`src/rtl/wavegen_pkg.sv`:
```
package wavegen_pkg;
  localparam int WG_WIDTH  = 12;
  localparam int WG_CODE_W = 4;

  typedef enum logic [1:0] {
    WG_NONE    = 2'b00,
    WG_NOISE   = 2'b01,
    WG_TRI     = 2'b10,
    WG_TRI_ALT = 2'b11
  } wg_mode_e;

  function automatic logic is_tri(input logic [1:0] m);
    return m[1];
  endfunction

  function automatic logic is_noise(input logic [1:0] m);
    return (m == WG_NOISE);
  endfunction
endpackage

```
`src/rtl/wavegen_mask_dec.sv`:
```
module wavegen_mask_dec #(
  parameter int WIDTH  = 12,
  parameter int CODE_W = 4
) (
  input  logic [CODE_W-1:0] code,
  output logic [WIDTH-1:0]  mask
);
  // bit i is kept when code >= i; codes at or above WIDTH-1 keep every bit
  for (genvar i = 0; i < WIDTH; i++) begin : g_bit
    if (i == 0) begin : g_lsb
      assign mask[i] = 1'b1;
    end else begin : g_up
      assign mask[i] = (32'(code) >= i);
    end
  end
endmodule

```
`src/rtl/wavegen_lfsr.sv`:
```
module wavegen_lfsr #(
  parameter int               WIDTH = 12,
  parameter logic [WIDTH-1:0] SEED  = 12'hAAA,
  parameter logic [WIDTH-1:0] TAPS  = 12'h829
) (
  input  logic             clk,
  input  logic             rst,
  input  logic             clear,
  input  logic             step,
  output logic [WIDTH-1:0] state
);
  logic             fb;
  logic [WIDTH-1:0] nxt;

  always_comb begin
    fb  = ^(state & TAPS);
    nxt = {state[WIDTH-2:0], fb};
  end

  always_ff @(posedge clk) begin
    if (rst || clear) state <= SEED;
    else if (step)    state <= nxt;
  end
endmodule

```
`src/rtl/wavegen_tri.sv`:
```
module wavegen_tri #(
  parameter int WIDTH = 12
) (
  input  logic             clk,
  input  logic             rst,
  input  logic             clear,
  input  logic             step,
  input  logic [WIDTH-1:0] peak,
  output logic [WIDTH-1:0] count,
  output logic             going_up
);
  logic [WIDTH-1:0] cnt_n;
  logic             up_n;

  always_comb begin
    cnt_n = count;
    up_n  = going_up;
    if (going_up) begin
      if (count >= peak) begin
        cnt_n = count - 1'b1;
        up_n  = 1'b0;
      end else begin
        cnt_n = count + 1'b1;
      end
    end else begin
      if (count == '0) begin
        cnt_n = {{(WIDTH-1){1'b0}}, 1'b1};
        up_n  = 1'b1;
      end else begin
        cnt_n = count - 1'b1;
      end
    end
  end

  always_ff @(posedge clk) begin
    if (rst || clear) begin
      count    <= '0;
      going_up <= 1'b1;
    end else if (step) begin
      count    <= cnt_n;
      going_up <= up_n;
    end
  end
endmodule

```
`src/rtl/wavegen_top.sv`:
```
module wavegen_top
  import wavegen_pkg::*;
#(
  parameter int               WIDTH  = WG_WIDTH,
  parameter int               CODE_W = WG_CODE_W,
  parameter logic [WIDTH-1:0] SEED   = 12'hAAA
) (
  input  logic              clk,
  input  logic              rst,
  input  logic              chan_en,
  input  logic              trig_en,
  input  logic              trig_pulse,
  input  logic [1:0]        mode,
  input  logic [CODE_W-1:0] amp_code,
  input  logic [WIDTH-1:0]  base_val,
  output logic [WIDTH-1:0]  out_val
);
  localparam logic [WIDTH-1:0] FULL = {WIDTH{1'b1}};

  logic             accept, noise_step, tri_step, clear;
  logic [WIDTH-1:0] mask, lfsr_q, tri_cnt, gen;
  logic             tri_up;
  logic [WIDTH:0]   sum;

  assign accept     = chan_en & trig_en & trig_pulse;
  assign noise_step = accept & is_noise(mode);
  assign tri_step   = accept & is_tri(mode);
  assign clear      = ~chan_en;

  wavegen_mask_dec #(.WIDTH(WIDTH), .CODE_W(CODE_W)) u_mask (
    .code(amp_code), .mask(mask)
  );

  wavegen_lfsr #(.WIDTH(WIDTH), .SEED(SEED)) u_lfsr (
    .clk(clk), .rst(rst), .clear(clear), .step(noise_step), .state(lfsr_q)
  );

  wavegen_tri #(.WIDTH(WIDTH)) u_tri (
    .clk(clk), .rst(rst), .clear(clear), .step(tri_step), .peak(mask),
    .count(tri_cnt), .going_up(tri_up)
  );

  always_comb begin
    if (!trig_en)          gen = '0;
    else if (is_tri(mode)) gen = tri_cnt;
    else if (mode[0])      gen = lfsr_q & mask;
    else                   gen = '0;
    sum = {1'b0, base_val} + {1'b0, gen};
  end

  always_ff @(posedge clk) begin
    if (rst || !chan_en) out_val <= '0;
    else                 out_val <= sum[WIDTH] ? FULL : sum[WIDTH-1:0];
  end
endmodule

```
`config.mk`:
```
export PLATFORM = sky130hd
export DESIGN_NAME = wavegen_top
export DESIGN_NICKNAME = d
export VERILOG_FILES = /design/src/rtl/wavegen_pkg.sv /design/src/rtl/wavegen_mask_dec.sv /design/src/rtl/wavegen_lfsr.sv /design/src/rtl/wavegen_tri.sv /design/src/rtl/wavegen_top.sv
export SDC_FILE = /design/constraint.sdc
export NUM_CORES = 1
export LEC_CHECK = 0
export ABC_AREA = 1
export BUFFER_PORTS_ARGS = -buffer_cell sky130_fd_sc_hd__buf_2
export CAP_MARGIN = 30
export CORE_MARGIN = 3
export CORE_UTILIZATION = 55
export CTS_BUF_LIST = sky130_fd_sc_hd__clkbuf_4 sky130_fd_sc_hd__clkbuf_8
export DETAILED_ROUTE_END_ITERATION = 16
export GPL_TIMING_DRIVEN = 0
export HOLD_SLACK_MARGIN = 0.05
export PLACE_DENSITY = 0.76
export SKIP_CTS_REPAIR_TIMING = 1
export SYNTH_ARGS = -nofsm -noshare
export SYNTH_HDL_FRONTEND = slang
export SYNTH_SLANG_ARGS = --single-unit
```
`constraint.sdc`:
```
create_clock -name clk -period 6.6 [get_ports clk]
set_input_delay 1.32 -clock clk [delete_from_list [all_inputs] [get_ports clk]]
set_output_delay 1.32 -clock clk [all_outputs]
set_load 0.02 [all_outputs]
```
* After elaboration in Yosys (flattened, before gate mapping)
Cells that the tools add are included.
** Storage, ports and cells
- Register bits :: 37
- Bits in latches :: 0
- Memory bits (writable) :: 0
- Bits in read-only memories :: 0
- Input port bits :: 23
- Output and inout bits :: 12
- Word-level logic and storage cells :: 41
- Memories kept :: 0
** Cells by class
- $add $sub $neg :: 3
- $mul :: 0
- Divide/modulo/power cells :: 0
- Magnitude comparators :: 12
- Equality and inequality tests :: 1
- Shift operators :: 0
- Muxes and demuxes :: 10
- Bitwise gates (word level) :: 6
- Reductions and logical operators :: 5
** Operator list (number)
- 12-bit 2-to-1 mux :: 7
- 4-bit by 3-bit >= comparator with 1-bit output, second input constant :: 4
- 4-bit >= comparator, second input constant :: 4
- 12-bit by 12-bit adder with 13-bit output :: 1
- 12-bit by 1-bit adder with 12-bit output, second input constant :: 1
- 12-bit bitwise AND :: 1
- 12-bit >= comparator :: 1
- 12-bit logical NOT :: 1
- 12-bit parity :: 1
- 12-bit by 1-bit subtractor with 12-bit output, second input constant :: 1
- 4-bit by 2-bit >= comparator with 1-bit output, second input constant :: 2
- 1-bit bitwise AND :: 4
- 4-bit by 1-bit >= comparator with 1-bit output, second input constant :: 1
- 1-bit 2-to-1 mux :: 3
- 2-bit by 1-bit == test with 1-bit output, second input constant :: 1
- 1-bit logical OR :: 2
- 1-bit logical NOT :: 1
- 1-bit inverter :: 1

* Depth between registers and ports, before layout
Gate-level depths: netlist of the first run.
- Depth after elaboration :: 7
- Gate-level depth with buffers :: 17
- Mapped depth without buffers :: 16

* By module
Synthesis of the first run repeated with hierarchy kept, for this count alone.
** Unflattened totals
- Cells, all modules :: 560
- Area total of the unflattened synthesis :: 3447.1 um^2
** By module, submodules not included
- wavegen_tri :: instances 1, cells each 256, area an instance 1562.7 um^2, sequential area each 260.2 um^2
- wavegen_top :: instances 1, cells each 214, area an instance 1266.2 um^2, sequential area each 240.2 um^2
- wavegen_lfsr :: instances 1, cells each 66, area an instance 511.7 um^2, sequential area each 240.2 um^2
- wavegen_mask_dec :: instances 1, cells each 24, area an instance 106.4 um^2, sequential area each 0.0 um^2

* Worst setup path before layout of the first run
Ideal clock, no wire load.
- Path type :: input to register
- Start :: in trig_en
- End :: reg out_val[11]
- Arrival :: 3.020 ns
- Required time :: 6.491 ns
- Setup slack :: 3.471 ns
- Cell stages on the path :: 14
- Path through :: inv_1 -> clkbuf_1 -> a21oi_1 -> ha_1 -> fa_1 -> inv_1 -> o21ai_2 -> inv_1 -> nor2_1 -> nor2_1 -> buf_6 -> nand3_1 -> nand2_1 -> inv_1
** On the way
- Longest elaborated chain between the ends :: 3
** RTL lines
- start, declared :: line wavegen_top.sv:11 : input logic trig_en,
- 12-bit 2-to-1 mux :: line wavegen_top.sv:44 : if (!trig_en) gen = '0;
- 12-bit by 12-bit adder with 13-bit output :: line wavegen_top.sv:48 : sum = {1'b0, base_val} + {1'b0, gen};
- 12-bit 2-to-1 mux :: line wavegen_top.sv:53 : else out_val <= sum[WIDTH] ? FULL : sum[WIDTH-1:0];
- end signal, assigned :: line wavegen_top.sv:53
- end, declared :: line wavegen_top.sv:16 : output logic [WIDTH-1:0] out_val
Every way passes these cells.
A chain may end at the register's enable or synchronous reset.

* Worst setup path after layout of the first run
- Start :: in trig_en
- End :: reg out_val[10]
The elaborated chain is that of the path after synthesis.

==> results.ini, run 1 <==
[run_status]
outcome=completed

[setup_path]
crit_path_end=out_val[10]
reg2regPathDepth=14
r2r_slack_ps=4260
max_stage_delay_ps=420
r2r-end=out_val[10]
crit_buf_inv=7
path_max_fanout=10
crit_cells=15
startpoint=trig_en
path_cells=buf_2 -> inv_1 -> clkbuf_1 -> a21oi_1 -> ha_1 -> fa_1 -> inv_1 -> o21ai_2 -> inv_1 -> nor2_1 -> nor2_1 -> buf_6 -> nand3_1 -> nand2_1 -> inv_1
crit_required_ps=6800
cp-start-kind=primary input
critPathKind=primary input to flip-flop
cp-end-kind=flip-flop
slowest_stage=fa_1
crit_family=buffers and inverters
cp_common_cell=inv_1
timing.rr.start=u_tri.count[0]
arrival_ps=3650

[logic_synthesis]
synth_common_cells=nand2_1, inv_1, nor2_1
yosys_warnings=0
synth.net_count=552
yosysSeqAreaShare=0.235
synth-async-reset-ratio=0
ys_seq_elements=37
synth_flop_cell=dfxtp_1
synth_edf_count=0
syn_inst=502
yosys.area.top_type_share=0.235
synth_top_area_cell=dfxtp_1
ys_top_cells_by_area=dfxtp_1, nand2_1, ha_1, inv_1, nor2_1
synth.most_common_cell=nand2_1
synth_area_um2=3150
ys_types=35
avgSynthCellArea_um2=6.27

[floorplanning]
io-pin-count=35
initial_core_util=0.593
core-area_um2=5300
dieArea_um2=6660
die_x_um=81.6
die-height_um=81.6
rows=26

[routing]
vias=3317
final_antenna_net_count=0
drt_iter0_markers=309
wl_um=8220
routedWlPerCell_um=13.4
drc=0
dr.pass1.iters=5
via_per_inst=5.40

[global_route]
grt_usage=0.250
grt_overflow_total=0
grt_pass1_wl_um=13000
grt_use_met2=0.399
use_met1=0.362
gr-usage-met3=0.0417
grt_max_degree=13
grt_pass1_vias=2846
busiest_layer=met2
antenna_found_initial=0

[clock_tree]
tritoncts=built
numCtsBuffers=5
clkSinkCount=37
clock_path_buffers=2
h-tree-depth=2
root_buffer=clkbuf_8
clk-insertion-delay-late_ps=290
clkTransAtPathRegs_ps=80

[sta]
slew_headroom=0.587
final-setup-viol-count=0
period_share=0.523
hold_viol=0
rsz0062_at_grt=false
worstMarginPinSlew_ps=620
fin_crit_ps=3450
slew_viol_final=0
fmax_mhz=290
hold_ws_ps=469
setup_tns_ps=0
fin_skew_ps=7.58

[placed_design]
placedCellCount=606
gp_routability_congestion=0.925
io_buffers=34
hpwl_um=6620

[layout]
nets=593
antenna_cells=0
finish.utilization=0.664
drive_gt1_frac=0.153
fillerInstances=507
instances_no_fill=614
synthToLayoutAreaGrowth_pct=12.0

[power]
p_total_mw=0.510
p_leak_nw=1.85
ir_drop_v=0.000121
cellPowerDensity_nw_per_um2=145

[hold_path]
min_path_type=flip-flop to flip-flop

[job]
cap_violations=0

==> power breakdown <==
group	switching, mW	internal (mW)
Clock	0.0868	0.123
Combinational	0.0466	0.0250
Sequential	0.00151	0.227
==> worst min-delay path by stage <==
stage                               start         endpoint  slack [ps]  cells past startpoint
after floorplan           u_lfsr.state[0]  u_lfsr.state[0]         440                      2
after global placement    u_lfsr.state[0]  u_lfsr.state[0]         450                      2
after detailed placement  u_lfsr.state[0]  u_lfsr.state[0]         460                      2
after CTS                 u_lfsr.state[0]  u_lfsr.state[0]         470                      2
after global routing      u_lfsr.state[0]  u_lfsr.state[0]         510                      2
final                     u_lfsr.state[0]  u_lfsr.state[0]         470                      2
==> area by class of cell <==
class                      instances  area, um^2  share of cell area
multi-input combinational        385        2050               0.581
sequential                        37         741               0.210
inverter                          61         231              0.0657
timing repair buffer              34         170              0.0483
buffer                            19         128              0.0362
tap                               70        87.6              0.0249
clock buffer                       6        82.6              0.0234
clock inverter                     2        37.5              0.0107
==> worst register-to-register path, stage by stage, from the launching register on <==
cell	delay, ps
dfxtp_1	330
buf_6	140
nand2_1	60
a21oi_1	100
ha_1	250
fa_1	420
inv_1	150
o21ai_2	80
inv_1	100
nor2_1	50
nor2_1	190
buf_6	180
nand3_1	100
nand2_1	70
inv_1	30
==> flip-flops by register name, summed over array words and instances, names as in the netlist <==
| register | cells |
|---|---|
| u_tri.count | 12 |
| out_val | 12 |
| u_tri.going_up | 1 |
| u_lfsr.state | 12 |
==> cell families after synthesis <==
logic type / count (synthesis) / share of synthesized area
AOI/OAI and AO/OA: 68 / 0.119
xor gates and xnor gates: 16 / 0.0445
adders and majority gates: 27 / 0.110
buffers and inverters: 80 / 0.114
DFF: 37 / 0.235
and+or+nand+nor: 274 / 0.377
==> cells in the final DEF (no fill, tap or decap), types with 3 or more instances in the layout <==
cell      synthesis  routed
buf_4             3       3
nand2_1         143     143
a31oi_1           3       3
or2_2             3       3
o21ai_0          12      12
nor2_2            7       7
clkbuf_8          0       6
nand3_1          42      42
a21oi_1          41      41
a21oi_2           3       3
buf_2             6      40
inv_1            58      58
nor2_1           57      57
clkbuf_1          5       5
nand4_1           5       5
nand3b_1          3       3
buf_6             5       5
xor2_1           11      11
nor3_1            3       3
nand2_2           5       5
ha_1             26      26
dfxtp_1          37      37
nor2_4            3       3
xnor2_1           5       5
==> layer usage <==
metal  vias to the layer above  wire, um  part of all wire
met2                       107      3690              0.45
met5                         -         0                 0
met4                         0        38            0.0046
li1                       1686         -                 -
met3                         6       539             0.066
met1                      1518      3960              0.48
==> through the flow <==
stage / setup WS [ps] / area, um^2
2_1_floorplan: 3470 / 3150
3_3_place_gp: 2910 / 3400
3_5_place_dp: 2920 / 3400
4_1_cts: 3190 / 3520
5_1_grt: 2970 / 3520
6_report: 3150 / 3520
No activity file was read; power rests on OpenSTA's default activity.
==> run 2: changes to the inputs <==
Settings changed: PLACE_DENSITY 0.76 to 0.79.
Clock period 6.6 ns to 3.1 ns, I/O delays scaled along.
==> run 2 against run 1 <==
Sequential share of layout area did not move; die area stayed put; combinational power grew 110%; via count fell by 2.0%; global-route usage rose by 0.29 points; sequential power increased by 110%; total power is 110% higher; critical path depth is the same; critical path type unchanged; critical endpoint unchanged; largest cell class unchanged.
==> results.ini, run 2 (synthesis gave the netlist of run 1 again) <==
[routing]
wl_um=7990  ; -2.9%
via_per_inst=5.29  ; -2.0%
final_antenna_net_count=0  ; unchanged
drc=0  ; unchanged
routedWlPerCell_um=13.0  ; -2.9%
drt_iter0_markers=295  ; -4.5%
dr.pass1.iters=5  ; unchanged
vias=3250  ; -2.0%

[floorplanning]
dieArea_um2=6660  ; unchanged
rows=26  ; unchanged
core-area_um2=5300  ; unchanged
die_x_um=81.6  ; unchanged
die-height_um=81.6  ; unchanged
io-pin-count=35  ; unchanged
initial_core_util=0.593  ; unchanged

[setup_path]
crit_required_ps=3290  ; -3510 ps
critPathKind=primary input to flip-flop
cp-start-kind=primary input
path_max_fanout=10  ; unchanged
reg2regPathDepth=14  ; unchanged
arrival_ps=3000  ; -650 ps
cp-end-kind=flip-flop

[power]
p_leak_nw=1.85  ; unchanged
ir_drop_v=0.000282  ; +130%
cellPowerDensity_nw_per_um2=306  ; +110%
pwr-share-seq=0.452  ; +0.003
clockPowerShare=0.407  ; -0.004
switchingPower_mw=0.279  ; +110%
swShare=0.259  ; -0.00533
p_total_mw=1.08  ; +110%
internal_power_mw=0.799  ; +110%
power_frac_comb=0.141  ; about the same

[global_route]
grt_usage=0.253  ; +0.00287
antenna_found_initial=0  ; unchanged
grt_pass1_wl_um=13200  ; +2.0%
grt_overflow_total=0  ; unchanged
grt_max_degree=13  ; unchanged
grt_pass1_vias=2862  ; +0.56%

[sta]
rsz0062_at_grt=false
fin_skew_ps=7.47  ; -0.117 ps
worstMarginPinSlew_ps=622  ; +2.04 ps
fin_crit_ps=2810
period_share=0.906
setup_ws_ps=293  ; -2860 ps
fmax_mhz=356
hold_ws_ps=468  ; -0.966 ps
slew_headroom=0.586  ; -0.00136
setup_tns_ps=0  ; unchanged
final-setup-viol-count=0  ; unchanged
slew_viol_final=0  ; unchanged
hold_viol=0  ; unchanged

[clock_tree]
tritoncts=built
numCtsBuffers=5  ; unchanged
root_buffer=clkbuf_8
clock_path_buffers=2  ; unchanged
clkTransAtPathRegs_ps=80  ; about the same
clk-insertion-delay-late_ps=290  ; about the same
clkSinkCount=37  ; unchanged
h-tree-depth=2  ; unchanged

[run_status]
outcome=completed

[layout]
reg_top3=out_val (12), u_lfsr.state (12), u_tri.count (12)
nets=593  ; unchanged
drive_gt1_frac=0.153  ; unchanged
synthToLayoutAreaGrowth_pct=12.0  ; unchanged
instances_no_fill=614  ; unchanged
antenna_cells=0  ; unchanged
fillerInstances=503  ; -0.79%
final_common_cell=nand2_1
final_cell_mix=nand2_1, inv_1, nor2_1

[hold_path]
min_path_type=flip-flop to flip-flop
hold_depth=2  ; unchanged

[placed_design]
gp_routability_congestion=0.936  ; +1.2%
hpwl_um=6570  ; -0.74%
placedCellCount=606  ; unchanged
io_buffers=34  ; unchanged
dp_slack_ps=69.0  ; -2850 ps

[job]
cap_violations=0  ; unchanged

==> run 2: cell counts in the layout (fill, tap and decap cells not counted) <==
No cell type changed its count.
==> run 2: routing by layer <==
metal	up-vias	GRT usage	wire length (um)
li1	1679	-	-
met1	1460	0.372	3910
met4	0	0.0382	27
met3	4	0.0351	617
met5	-	0	0
met2	107	0.400	3430
==> run 2: area by class of cell <==
class | count | area [um^2] | area share
clock inverter | 2 | 37.5 | 0.0107
timing repair buffer | 34 | 170 | 0.0483
buffer | 19 | 128 | 0.0362
sequential | 37 | 741 | 0.210
inverter | 61 | 231 | 0.0657
multi-input combinational | 385 | 2050 | 0.581
clock buffer | 6 | 82.6 | 0.0234
tap | 70 | 87.6 | 0.0249
==> run 2: metrics by stage <==
| stage | util | cell area (um^2) |
|---|---|---|
| detailed placement | 0.642 | 3400 |
| global route | 0.664 | 3520 |
| floorplan | - | 3150 |
| finish | 0.664 | 3520 |
| global placement | 0.642 | 3400 |
| CTS | 0.664 | 3520 |
==> run 2: final timing paths <==
check | start | to | slack, ps
worst max-delay path | trig_en | out_val[10] | 290
worst min-delay path | u_lfsr.state[0] | u_lfsr.state[0] | 470
worst max register to register | u_tri.count[0] | out_val[10] | 710
worst min register to register | u_lfsr.state[0] | u_lfsr.state[0] | 470
==> run 2: power by group through the flow <==
stage / sequential (mW) / clock (mW) / combinational (mW)
global placement: 0.498 / 0 / 0.147
floorplan: 0.509 / 0 / 0.0896
global route: 0.489 / 0.475 / 0.171
finish: 0.487 / 0.439 / 0.152
detailed placement: 0.498 / 0 / 0.150
CTS: 0.487 / 0.449 / 0.151
==> run 2: worst max-delay path, cell delays in order <==
cell and delay, ps:
buf_2 110, inv_1 120, clkbuf_1 340, a21oi_1 150, ha_1 250, fa_1 400, inv_1 140, o21ai_2 90
inv_1 110, nor2_1 50, nor2_1 220, buf_6 190, nand3_1 90, nand2_1 80, inv_1 40
